[src/rtl/rexec_pkg.sv]
package rexec_pkg;

   typedef enum logic [3:0] {
      OP_ADD  = 4'd0,
      OP_SUB  = 4'd1,
      OP_AND  = 4'd2,
      OP_OR   = 4'd3,
      OP_XOR  = 4'd4,
      OP_SLT  = 4'd5,
      OP_SLL  = 4'd6,
      OP_SRL  = 4'd7,
      OP_AGEN = 4'd8,
      OP_BEQ  = 4'd9,
      OP_BNE  = 4'd10,
      OP_BLT  = 4'd11,
      OP_JMP  = 4'd12
   } op_e;

   localparam int OP_W = 4;

   function automatic logic is_cond_branch(input logic [OP_W-1:0] op);
      return (op == OP_BEQ) || (op == OP_BNE) || (op == OP_BLT);
   endfunction

endpackage

[src/rtl/rexec_alu.sv]
module rexec_alu
   import rexec_pkg::*;
#(
   parameter int DATA_W       = 32,
   parameter int INSN_BYTES   = 4,
   parameter bit ENABLE_SHIFT = 1'b1
) (
   input  logic [OP_W-1:0]   op,
   input  logic [DATA_W-1:0] a,
   input  logic [DATA_W-1:0] b,
   input  logic [DATA_W-1:0] imm,
   input  logic [DATA_W-1:0] pc,
   output logic [DATA_W-1:0] res
);

   localparam int SHW = $clog2(DATA_W);

   logic [DATA_W-1:0] shl_v;
   logic [DATA_W-1:0] shr_v;

   generate
      if (ENABLE_SHIFT) begin : g_shift
         logic [SHW-1:0] amt;
         assign amt   = b[SHW-1:0];
         assign shl_v = a << amt;
         assign shr_v = a >> amt;
      end else begin : g_noshift
         assign shl_v = '0;
         assign shr_v = '0;
      end
   endgenerate

   always_comb begin
      res = '0;
      case (op_e'(op))
         OP_ADD:  res = a + b;
         OP_SUB:  res = a - b;
         OP_AND:  res = a & b;
         OP_OR:   res = a | b;
         OP_XOR:  res = a ^ b;
         OP_SLT:  res = {{(DATA_W-1){1'b0}}, ($signed(a) < $signed(b))};
         OP_SLL:  res = shl_v;
         OP_SRL:  res = shr_v;
         OP_AGEN: res = a + imm;
         OP_JMP:  res = pc + DATA_W'(INSN_BYTES);
         default: res = '0;
      endcase
   end

endmodule

[config.mk]
export PLATFORM = sky130hd
export DESIGN_NAME = rexec_alu
export DESIGN_NICKNAME = d
export VERILOG_FILES = /design/src/rtl/rexec_pkg.sv /design/src/rtl/rexec_alu.sv
export SDC_FILE = /design/constraint.sdc
export NUM_CORES = 1
export LEC_CHECK = 0
export ABC_CLOCK_PERIOD_IN_PS = 6400
export BUFFER_PORTS_ARGS = -buffer_cell sky130_fd_sc_hd__buf_4
export CAP_MARGIN = 5
export CORE_MARGIN = 1
export CORE_UTILIZATION = 55
export DETAILED_ROUTE_END_ITERATION = 7
export PLACE_DENSITY_LB_ADDON = 0.15
export REMOVE_ABC_BUFFERS = 1
export SLEW_MARGIN = 10
export SYNTH_ARGS = -nofsm -noshare
export SYNTH_HDL_FRONTEND = slang
export SYNTH_SLANG_ARGS = --single-unit
[constraint.sdc]
create_clock -name vclk -period 6.4
set_input_delay 1.28 -clock vclk [all_inputs]
set_output_delay 1.28 -clock vclk [all_outputs]
set_load 0.01 [all_outputs]
==> results.ini <==
[sta]
relSlewSlack_pct=29.7
final_hold_viol_count=0
setup_violations=0
maxSlewViolCount=0
worst_slew_pin_slew_ps=1050
grt_setup_unrepaired=no
layout_min_cycle_time_ps=6220
timing.fmax_mhz=161
fin_ws_ps=177
finalCritPeriodShare_pct=97.2

[logic_synthesis]
synthSimpleGateAreaFrac_pct=17.9
yosysWarningCount=0
syn_inst=1353
synth-xor-area-share_pct=7.14
synth_top_area_share_pct=17.8
synth_fa_ha_area_share_pct=18.2
syn_avg_cell_area_sq_um=7.07
synth_mux_area_share_pct=17.3
ys_seq_area_share_pct=0
synth_most_common_cell=nor2_1
ys_top_cells_by_count=139 x nor2_1, 136 x ha_1, 112 x o21ai_0
synthTopCellsByArea=ha_1 18%, mux2i_1 6.6%, mux4_2 6.6%
synth_compound_gate_area_share_pct=32.3
synth_top_family_by_area=compound AO/OA/AOI/OAI gates
synth_top_cell_by_area=ha_1
netlist_area_sq_um=9570
yosys.cell_types.count=70

[floorplan]
core_sq_um=16800
die_y_um=134
die_area_sq_um=17900
die_width_um=134
row_count=47
initial_utilization_pct=57.1
pin_count=164

[finish]
flops_and_latches=0
drive_gt1_share_pct=20.0
syn_to_final_growth_pct=16.4
nClkBuffers=0
regArea_sq_um=0
final_nets=1750

[worst_setup_path]
crit_type=input pin to output port
cp.arrival_ps=4940
start_kind=input pin
cp.required_ps=5120
end_kind=output port
cp_max_fo=14

[worst_hold_path]
hold_path_depth=4
hold_path_class=input pin to output port

[route]
dr_total_vias=11900
viasPerCell=7.02
drt-initial-drc-count=1565
ant_nets=0
dr.pass1.iters=6
wl_per_cell_um=24.6
drcViolationCount=0
wirelength_um=41900

[placement]
dp_slack_ps=-21.1
finalWeightedCongestion=1.07
post-dp-hpwl_um=33100
port_buffers=164

[global_routing]
grt_util_met1_pct=61.3
gr-max-usage-layer=met2
grt_pass1_vias=10900
grt_max_degree=71
grt_pass1_wl_um=63200
gr-usage-met3_pct=12.2
grt_usage_pct=45.4
gr-usage-met2_pct=68.4
grt_overflow=0
antenna_found_initial=6

[status]
outcome=complete, no violations

[run]
drv_cap=0

[cts]
postCtsHoldBufs=0

## through the flow
stage,std cells,area (sq um),hold slack [ps],util [%],setup TNS [ps]
after floorplan,1272,9260,2710,-,-21150
after global placement,1698,11100,2890,66.3,0
after detailed placement,1698,11100,2880,66.3,-21.1
after CTS,1698,11100,2880,66.3,0
after global routing,1698,11100,2930,66.4,0
final,1701,11100,2890,66.5,0
## what timing repair did
item                                    CTS  global route
gates resized for setup                   1             6
pin swaps                                 0             2
buffers inserted                          0             0
endpoints found under the setup margin    1            10
## logic make-up (layout without fill, tap and decap cells)
logic type,count (synthesis),count (layout)
other,0,3
adders and majority gates,138,138
and+or+nand+nor,368,368
AOI/OAI and AO/OA,462,462
muxes,126,126
buffers and inverters,181,306
xor gates and xnor gates,78,78
## critical path, cell delays in order
cell	delay, ps
buf_4	120
nor3_2	210
nand2_2	190
buf_12	210
mux2_2	280
ha_2	390
a211o_1	150
o221a_2	170
o21ai_0	200
o21ai_1	290
a31oi_1	120
buf_4	200
o211a_1	240
nor3_1	200
buf_4	170
mux2i_1	220
o221ai_2	110
buf_4	180
## cells in the final DEF (no fill, tap or decap), types with 21 or more instances in the layout
master	count
buf_4	205
xnor2_1	52
a21oi_1	109
nor2_1	139
a211oi_1	21
mux4_2	28
o211ai_1	27
a22oi_1	27
a221oi_1	25
nand2_1	87
o21ai_0	110
mux2_2	35
xor2_1	26
nand3_1	26
mux2i_1	63
ha_1	135
inv_1	99
## final timing paths
kind | startpoint | end
max | op[1] | res[29]
min | pc[1] | res[1]
## final cells by class
cell class | count | area, sq um
repair buffers | 206 | 1560
diodes | 3 | 7.51
fillers | 1563 | 5620
multi-input cells | 1172 | 8920
inverters | 100 | 375
well taps | 220 | 275
## layer usage
| layer | routed length [um] | up-vias |
|---|---|---|
| li1 | - | 5311 |
| met3 | 6130 | 151 |
| met5 | 12 | - |
| met1 | 16400 | 5542 |
| met4 | 1830 | 2 |
| met2 | 17500 | 939 |
